File: config.mk
export PLATFORM = sky130hd
export DESIGN_NAME = pf_issue_queue
export DESIGN_NICKNAME = d
export VERILOG_FILES = /design/src/rtl/pfq_pkg.sv /design/src/rtl/pfq_fifo.sv /design/src/rtl/pfq_tracker.sv /design/src/rtl/pfq_arb.sv /design/src/rtl/pf_issue_queue.sv
export SDC_FILE = /design/constraint.sdc
export NUM_CORES = 1
export LEC_CHECK = 0
export BUFFER_PORTS_ARGS = -buffer_cell sky130_fd_sc_hd__buf_2
export CAP_MARGIN = 20
export CORE_UTILIZATION = 62
export DETAILED_ROUTE_END_ITERATION = 10
export PLACE_DENSITY = 0.8
export SYNTH_ARGS = -nofsm -noshare
export SYNTH_HDL_FRONTEND = slang
export SYNTH_HIERARCHICAL = 1
export SYNTH_SLANG_ARGS = --single-unit
File: constraint.sdc
create_clock -name clk -period 4.7 [get_ports clk]
set_input_delay 0.235 -clock clk [delete_from_list [all_inputs] [get_ports clk]]
set_output_delay 0.235 -clock clk [all_outputs]
set_load 0.1 [all_outputs]
File: src/rtl/pfq_pkg.sv
package pfq_pkg;
  // Demand load progress
  typedef enum logic [1:0] {
    DM_IDLE     = 2'd0,
    DM_WAIT_BUS = 2'd1,
    DM_ON_BUS   = 2'd2,
    DM_MERGED   = 2'd3
  } dm_state_e;
endpackage

File: src/rtl/pfq_fifo.sv
module pfq_fifo #(
  parameter int DEPTH  = 16,
  parameter int LINE_W = 26,
  localparam int AW    = (DEPTH > 1) ? $clog2(DEPTH) : 1
) (
  input  logic              clk,
  input  logic              rst,
  input  logic              push,
  input  logic [LINE_W-1:0] push_line,
  input  logic              push_excl,
  input  logic              pop,
  output logic              full,
  output logic              empty,
  output logic [LINE_W-1:0] head_line,
  output logic              head_excl,
  input  logic [LINE_W-1:0] chk_line,
  output logic              chk_hit
);
  logic [LINE_W-1:0] line_mem [DEPTH];
  logic              excl_mem [DEPTH];
  logic [DEPTH-1:0]  slot_vld;
  logic [AW-1:0]     wr_ptr, rd_ptr;
  logic [AW:0]       count;

  function automatic logic [AW-1:0] nxt(input logic [AW-1:0] p);
    return (p == AW'(DEPTH - 1)) ? '0 : p + 1'b1;
  endfunction

  assign full      = (count == (AW+1)'(DEPTH));
  assign empty     = (count == '0);
  assign head_line = line_mem[rd_ptr];
  assign head_excl = excl_mem[rd_ptr];

  always_ff @(posedge clk) begin
    if (push) begin
      line_mem[wr_ptr] <= push_line;
      excl_mem[wr_ptr] <= push_excl;
    end
  end

  always_ff @(posedge clk) begin
    if (rst) begin
      wr_ptr   <= '0;
      rd_ptr   <= '0;
      count    <= '0;
      slot_vld <= '0;
    end else begin
      if (push) begin
        wr_ptr           <= nxt(wr_ptr);
        slot_vld[wr_ptr] <= 1'b1;
      end
      if (pop) begin
        rd_ptr           <= nxt(rd_ptr);
        slot_vld[rd_ptr] <= 1'b0;
      end
      case ({push, pop})
        2'b10:   count <= count + 1'b1;
        2'b01:   count <= count - 1'b1;
        default: count <= count;
      endcase
    end
  end

  always_comb begin
    chk_hit = 1'b0;
    for (int i = 0; i < DEPTH; i++) begin
      if (slot_vld[i] && (line_mem[i] == chk_line)) chk_hit = 1'b1;
    end
  end


  no_overflow_chk: assert property (@(posedge clk) disable iff (rst) push |-> !full);

  no_underflow_chk: assert property (@(posedge clk) disable iff (rst) pop |-> !empty);
endmodule

File: src/rtl/pfq_tracker.sv
module pfq_tracker #(
  parameter int NTRK   = 4,
  parameter int LINE_W = 26,
  localparam int TW    = (NTRK > 1) ? $clog2(NTRK) : 1
) (
  input  logic              clk,
  input  logic              rst,
  input  logic              alloc,
  input  logic [LINE_W-1:0] alloc_line,
  input  logic              alloc_excl,
  input  logic              rsp_valid,
  input  logic [LINE_W-1:0] rsp_line,
  input  logic [LINE_W-1:0] ld_line,
  input  logic [LINE_W-1:0] pf_line,
  output logic              avail,
  output logic              rsp_hit,
  output logic [TW-1:0]     rsp_idx,
  output logic              rsp_excl,
  output logic              ld_hit,
  output logic [TW-1:0]     ld_idx,
  output logic              pf_hit
);
  logic [NTRK-1:0]   ent_vld;
  logic [LINE_W-1:0] ent_line [NTRK];
  logic              ent_excl [NTRK];
  logic [TW-1:0]     alloc_idx;

  always_comb begin
    avail     = 1'b0;
    alloc_idx = '0;
    rsp_hit   = 1'b0;
    rsp_idx   = '0;
    ld_hit    = 1'b0;
    ld_idx    = '0;
    pf_hit    = 1'b0;
    for (int i = NTRK - 1; i >= 0; i--) begin
      if (!ent_vld[i]) begin
        avail     = 1'b1;
        alloc_idx = TW'(i);
      end
      if (ent_vld[i] && rsp_valid && (ent_line[i] == rsp_line)) begin
        rsp_hit = 1'b1;
        rsp_idx = TW'(i);
      end
      if (ent_vld[i] && (ent_line[i] == ld_line)) begin
        ld_hit = 1'b1;
        ld_idx = TW'(i);
      end
      if (ent_vld[i] && (ent_line[i] == pf_line)) pf_hit = 1'b1;
    end
    rsp_excl = ent_excl[rsp_idx];
  end

  always_ff @(posedge clk) begin
    if (alloc) begin
      ent_line[alloc_idx] <= alloc_line;
      ent_excl[alloc_idx] <= alloc_excl;
    end
  end

  always_ff @(posedge clk) begin
    if (rst) begin
      ent_vld <= '0;
    end else begin
      if (alloc)   ent_vld[alloc_idx] <= 1'b1;
      if (rsp_hit) ent_vld[rsp_idx]   <= 1'b0;
    end
  end


  trk_alloc_chk: assert property (@(posedge clk) disable iff (rst) alloc |-> avail);

  trk_free_chk: assert property (@(posedge clk) disable iff (rst)
    rsp_hit |=> !ent_vld[$past(rsp_idx)]);
endmodule

File: src/rtl/pfq_arb.sv
module pfq_arb #(
  parameter int LINE_W = 26
) (
  input  logic              dm_req,
  input  logic [LINE_W-1:0] dm_line,
  input  logic              pf_req,
  input  logic [LINE_W-1:0] pf_line,
  input  logic              pf_excl,
  output logic              req,
  output logic [LINE_W-1:0] line,
  output logic              excl,
  output logic              is_pf
);
  // Blocking loads always rank above prefetches
  always_comb begin
    req   = dm_req || pf_req;
    is_pf = !dm_req && pf_req;
    line  = dm_req ? dm_line : pf_line;
    excl  = dm_req ? 1'b0 : pf_excl;
  end
endmodule

File: src/rtl/pf_issue_queue.sv
module pf_issue_queue
  import pfq_pkg::*;
#(
  parameter int DEPTH  = 16,
  parameter int NTRK   = 4,
  parameter int LINE_W = 26,
  localparam int TW    = (NTRK > 1) ? $clog2(NTRK) : 1
) (
  input  logic              clk,
  input  logic              rst,
  input  logic              pf_valid,
  input  logic [LINE_W-1:0] pf_line,
  input  logic              pf_excl,
  input  logic              pf_cache_hit,
  output logic              pf_ready,
  input  logic              ld_valid,
  input  logic [LINE_W-1:0] ld_line,
  output logic              ld_ready,
  output logic              ld_done,
  output logic              bus_req,
  output logic [LINE_W-1:0] bus_line,
  output logic              bus_excl,
  output logic              bus_pf,
  input  logic              bus_gnt,
  input  logic              bus_rsp_valid,
  input  logic [LINE_W-1:0] bus_rsp_line,
  input  logic              bus_rsp_pf,
  output logic              fill_valid,
  output logic [LINE_W-1:0] fill_line,
  output logic              fill_excl
);
  logic              q_full, q_empty, q_hit, q_push, q_pop;
  logic [LINE_W-1:0] head_line;
  logic              head_excl;
  logic              trk_avail, trk_rsp_hit, trk_rsp_excl, trk_ld_hit, trk_pf_hit;
  logic [TW-1:0]     trk_rsp_idx, trk_ld_idx;
  logic              arb_req, arb_excl, arb_is_pf;
  logic [LINE_W-1:0] arb_line;
  logic              rsp_is_pf, issue_pf, issue_dm, ld_acc, pf_dm_dup;

  dm_state_e         dm_st;
  logic [LINE_W-1:0] dm_line_q;
  logic [TW-1:0]     dm_idx_q;
  logic              ld_done_q, fill_vld_q, fill_excl_q;
  logic [LINE_W-1:0] fill_line_q;

  assign pf_dm_dup = (dm_st != DM_IDLE) && (dm_line_q == pf_line);
  assign q_push    = pf_valid && !q_full && !pf_cache_hit && !q_hit
                     && !trk_pf_hit && !pf_dm_dup;
  assign rsp_is_pf = bus_rsp_valid && bus_rsp_pf;
  assign issue_pf  = bus_gnt && arb_req && arb_is_pf;
  assign issue_dm  = bus_gnt && arb_req && !arb_is_pf;
  assign q_pop     = issue_pf;
  assign ld_acc    = ld_valid && (dm_st == DM_IDLE);

  pfq_fifo #(.DEPTH(DEPTH), .LINE_W(LINE_W)) fifo_i (
    .clk(clk), .rst(rst),
    .push(q_push), .push_line(pf_line), .push_excl(pf_excl),
    .pop(q_pop), .full(q_full), .empty(q_empty),
    .head_line(head_line), .head_excl(head_excl),
    .chk_line(pf_line), .chk_hit(q_hit)
  );

  pfq_tracker #(.NTRK(NTRK), .LINE_W(LINE_W)) trk_i (
    .clk(clk), .rst(rst),
    .alloc(issue_pf), .alloc_line(head_line), .alloc_excl(head_excl),
    .rsp_valid(rsp_is_pf), .rsp_line(bus_rsp_line),
    .ld_line(ld_line), .pf_line(pf_line),
    .avail(trk_avail), .rsp_hit(trk_rsp_hit), .rsp_idx(trk_rsp_idx),
    .rsp_excl(trk_rsp_excl), .ld_hit(trk_ld_hit), .ld_idx(trk_ld_idx),
    .pf_hit(trk_pf_hit)
  );

  pfq_arb #(.LINE_W(LINE_W)) arb_i (
    .dm_req(dm_st == DM_WAIT_BUS), .dm_line(dm_line_q),
    .pf_req(!q_empty && trk_avail), .pf_line(head_line), .pf_excl(head_excl),
    .req(arb_req), .line(arb_line), .excl(arb_excl), .is_pf(arb_is_pf)
  );

  always_ff @(posedge clk) begin
    if (rst) begin
      dm_st     <= DM_IDLE;
      dm_line_q <= '0;
      dm_idx_q  <= '0;
      ld_done_q <= 1'b0;
    end else begin
      ld_done_q <= 1'b0;
      case (dm_st)
        DM_IDLE: if (ld_acc) begin
          dm_line_q <= ld_line;
          dm_idx_q  <= trk_ld_idx;
          if (trk_ld_hit && trk_rsp_hit && (trk_rsp_idx == trk_ld_idx))
            ld_done_q <= 1'b1;
          else if (trk_ld_hit)
            dm_st <= DM_MERGED;
          else
            dm_st <= DM_WAIT_BUS;
        end
        DM_WAIT_BUS: if (issue_dm) dm_st <= DM_ON_BUS;
        DM_ON_BUS: if (bus_rsp_valid && !bus_rsp_pf) begin
          dm_st     <= DM_IDLE;
          ld_done_q <= 1'b1;
        end
        DM_MERGED: if (trk_rsp_hit && (trk_rsp_idx == dm_idx_q)) begin
          dm_st     <= DM_IDLE;
          ld_done_q <= 1'b1;
        end
        default: dm_st <= DM_IDLE;
      endcase
    end
  end

  always_ff @(posedge clk) begin
    if (rst) begin
      fill_vld_q  <= 1'b0;
      fill_line_q <= '0;
      fill_excl_q <= 1'b0;
    end else begin
      fill_vld_q  <= trk_rsp_hit;
      fill_line_q <= bus_rsp_line;
      fill_excl_q <= trk_rsp_excl;
    end
  end

  assign pf_ready   = !q_full;
  assign ld_ready   = (dm_st == DM_IDLE);
  assign ld_done    = ld_done_q;
  assign bus_req    = arb_req;
  assign bus_line   = arb_line;
  assign bus_excl   = arb_excl;
  assign bus_pf     = arb_is_pf;
  assign fill_valid = fill_vld_q;
  assign fill_line  = fill_line_q;
  assign fill_excl  = fill_excl_q;


  dm_first_chk: assert property (@(posedge clk) disable iff (rst)
    (dm_st == DM_WAIT_BUS) |-> (bus_req && !bus_pf && bus_line == dm_line_q));

  merge_no_bus_chk: assert property (@(posedge clk) disable iff (rst)
    (dm_st == DM_MERGED) |-> !(bus_req && !bus_pf));

  fill_after_rsp_chk: assert property (@(posedge clk) disable iff (rst)
    (rsp_is_pf && trk_rsp_hit) |=> (fill_valid && fill_line == $past(bus_rsp_line)));

  dm_done_chk: assert property (@(posedge clk) disable iff (rst)
    (dm_st == DM_ON_BUS && bus_rsp_valid && !bus_rsp_pf) |=> (ld_done && ld_ready));
endmodule

==> results.json <==
{
  "outcome": "finished, final reports clean",
  "grt_pass1_vias": 21900,
  "final_area_sq_mm": 0.0371,
  "crit_fanout": 3,
  "critical_path.cell_chain": "xor2_1 > nor4_1 > nand4_1 > nand4_1 > or4_1 > nor2_1 > nand2_1 > nor4_1 > inv_1 > ha_1 > buf_4 > ha_1 > nor2b_1 > o21a_1 > nor2_1 > xnor2_1 > or3_1 > a21oi_1",
  "syn_nets": 2357,
  "netlist_area_sq_mm": 0.0323,
  "htreeDepth": 3,
  "worst_pin_slew_ns": 0.864,
  "grt_pass1_wl_mm": 167,
  "dpl_cell_area_sq_mm": 0.0344,
  "synth_cell_types": 50,
  "ys_warn_count": 6,
  "antenna_found_initial": 1,
  "overflow": 0,
  "path_class": "register to register",
  "fp.dieH_microns": 230,
  "hold_viol_final": 0,
  "rr_startpoint": "fifo_i/line_mem[0][4]",
  "area_growth_pct": 15.0,
  "grt_max_degree": 93,
  "cpPeakStageDelay_ns": 0.63,
  "clkSinkCount": 636,
  "vias": 22300,
  "ys_ff_latch": 636,
  "layout_setup_ws_ns": 0.0775,
  "fin_worst_skew_ns": 0.0359,
  "coreArea_sq_mm": 0.0514,
  "wl_per_cell_microns": 37.2,
  "slew_violations": 0,
  "clockRootBuffer": "clkbuf_16",
  "nets": 2614,
  "syn_avg_cell_area_sq_um": 14.3,
  "r2r_setup_slack_ns": 0.08,
  "slew_headroom_pct": 41.9,
  "worstReg2RegEnd": "fifo_i/count[4]",
  "critical_path_required_ns": 5.24,
  "min_period_over_period_pct": 98.4,
  "fill_cells": 3243,
  "irDropWorstVdd_mv": 0.345,
  "grtUsageTotal_pct": 46.2,
  "gp_congestion": 1.08,
  "cts_max_path_buffers": 3,
  "initial_core_util_pct": 62.8,
  "place_ws_ns": 0.130,
  "power_density_mw_per_mm2": 393,
  "finalNonFillerCells": 3250,
  "core.rowCount": 83,
  "hpwlAfterDp_mm": 89.6,
  "startpoint": "fifo_i/line_mem[0][4]",
  "worstSkewPairLatency_ns": 0.62,
  "setup.worst_path.end_class": "register",
  "first_iter_violations": 3027,
  "rsz0062_at_grt": "no",
  "drt-total-wl_mm": 121,
  "chipWidth_microns": 230,
  "clkTransAtPathRegs_ns": 0.06,
  "netlist_instances": 2257,
  "portBuffers": 146,
  "critPathSlowestCell": "xor2_1",
  "die_area_sq_mm": 0.0530,
  "setup.worst_path.start_class": "register",
  "ant_nets": 0,
  "worst-r2r-cell-count": 18,
  "drt_first_pass_iters": 5,
  "ys_seq_area_share_pct": 56.2,
  "drive_gt1_share_pct": 20.8,
  "timing.fmax_mhz": 216,
  "via_per_inst": 6.87,
  "cts_made_buffers": 68,
  "tns_ns": 0,
  "p_leak_nw": 12.2,
  "worst_ep_arrival_time_ns": 5.17,
  "finalSetupViolCount": 0,
  "cts_resized": 0,
  "period_needed_ns": 4.62,
  "ioPinCount": 147,
  "crit_end": "fifo_i/count[4]",
  "placed_cells": 3076,
  "fin_util_pct": 72.2,
  "drcViolationCount": 0,
  "hp-class": "input port to register",
  "cap_violations": 0,
  "cts_tree": "built"
}
-- how the worst min path moves through the flow --
stage | start | end | slack [ns] | cells past startpoint
floorplan | rst | trk_i/ent_vld[2] | 0.31 | 1
global placement | dm_idx_q[0] | dm_idx_q[0] | 0.46 | 2
detailed placement | dm_idx_q[0] | dm_idx_q[0] | 0.46 | 2
CTS | bus_rsp_line[5] | fill_line[5] | 0.002 | 2
global route | bus_rsp_line[5] | fill_line[5] | 0.007 | 2
finish | bus_rsp_line[5] | fill_line[5] | 0.003 | 2
-- flip-flops by register name (all words and copies together), names as in the netlist, named ones only --
register	cells
dm_idx_q	2
dm_line_q	26
dm_st	2
fifo_i/count	5
fifo_i/excl_mem	16
fifo_i/line_mem	416
fifo_i/rd_ptr	4
fifo_i/slot_vld	16
fifo_i/wr_ptr	4
fill_excl	1
fill_line	26
fill_valid	1
ld_done	1
trk_i/ent_excl	4
trk_i/ent_line	104
trk_i/ent_vld	4
-- routing by layer --
layer	share of wire [%]	vias up	GRT usage [%]
met4	11	0	41.7
met2	48	1833	75.2
met1	32	11100	53.1
met3	9.1	488	7.11
li1	-	8903	-
met5	0	-	0
-- critical path: cells and delay by family (launching register included) --
family                     cells  cell delay, ns
and+or+nand+nor               10            2.30
xor gates and xnor gates       2            0.73
adders and majority gates      2            0.53
DFF                            1            0.41
AOI/OAI and AO/OA              2            0.32
buffers and inverters          2            0.29
-- metrics by stage --
stage / total power [W] / hold slack (ns)
6_report: 0.0146 / 0.00329
5_1_grt: 0.0148 / 0.00712
4_1_cts: 0.0145 / 0.00246
3_5_place_dp: 0.00932 / 0.462
3_3_place_gp: 0.00928 / 0.457
2_1_floorplan: 0.00842 / 0.314
-- layout by cell type, fill, tap and decap left out, types with 71 or more instances in the layout --
cell type / instances
edfxtp_1: 540
mux4_2: 135
xnor2_1: 409
nor4_1: 94
buf_4: 86
buf_2: 145
nand4_1: 144
dfxtp_1: 93
xor2_1: 355
clkbuf_16: 71
-- final cells by class --
class                      count  area [sq um]  area share (%)
sequential                   636         18100            48.9
multi-input combinational   1483         13400            36.1
timing repair buffer         311          2510            6.77
clock buffer                  93          1890            5.09
tap                          680           851            2.29
clock inverter                29           259           0.698
inverter                      14          52.6           0.142
antenna                        4          10.0          0.0270
-- synthesized netlist by cell type, drive strengths merged --
library cell  count  area share, %
edfxtp          540             50
xnor2           409             11
xor2            355            9.6
nand4           144            2.8
mux4            135            9.4
nor4             97            2.0
dfxtp            96            6.0
buf              79            1.7
nand2            68           0.79
clkbuf           45           0.52
nor2             45           0.53
a21oi            41           0.64
nor2b            36           0.70
nor3             35           0.54
mux2             27            1.0
and2             19           0.37
a311oi           16           0.43
inv              14           0.16
ha               12           0.47
nand3            11           0.17
o21ai             5          0.078
or4               3          0.070
a21boi            2          0.047
and3              2          0.039
mux2i             2          0.062
nand2b            2          0.039
nor3b             2          0.047
o21a              2          0.047
or2               2          0.047
a211o             1          0.027
a211oi            1          0.023
a21o              1          0.023
a221oi            1          0.027
a32o              1          0.035
and2b             1          0.023
fa                1          0.062
o221a             1          0.035
o311ai            1          0.027
or3               1          0.019
or3b              1          0.027
-- kinds of logic after synthesis --
kind of cell / count (synthesis) / synth area share [%]
xor+xnor: 764 / 20.7
buf+inv: 138 / 2.37
fa+ha+maj: 13 / 0.527
mux: 164 / 10.5
flops: 636 / 56.2
compound gates: 73 / 1.44
simple gates: 469 / 8.20
-- power by group --
group / total (W) / leakage [nW] / switching (W) / internal, W
clock: 0.00526 / 1.04 / 0.00227 / 0.00300
sequential: 0.00641 / 5.65 / 0.000152 / 0.00625
combinational: 0.00290 / 5.48 / 0.00206 / 0.000844
total: 0.0146 / 12.2 / 0.00448 / 0.0101
-- what timing repair did --
action,CTS,global route
endpoints found under the hold margin,54,0
hold buffers,46,0
buffers inserted,0,0
(Power assumes the default switching activity.)
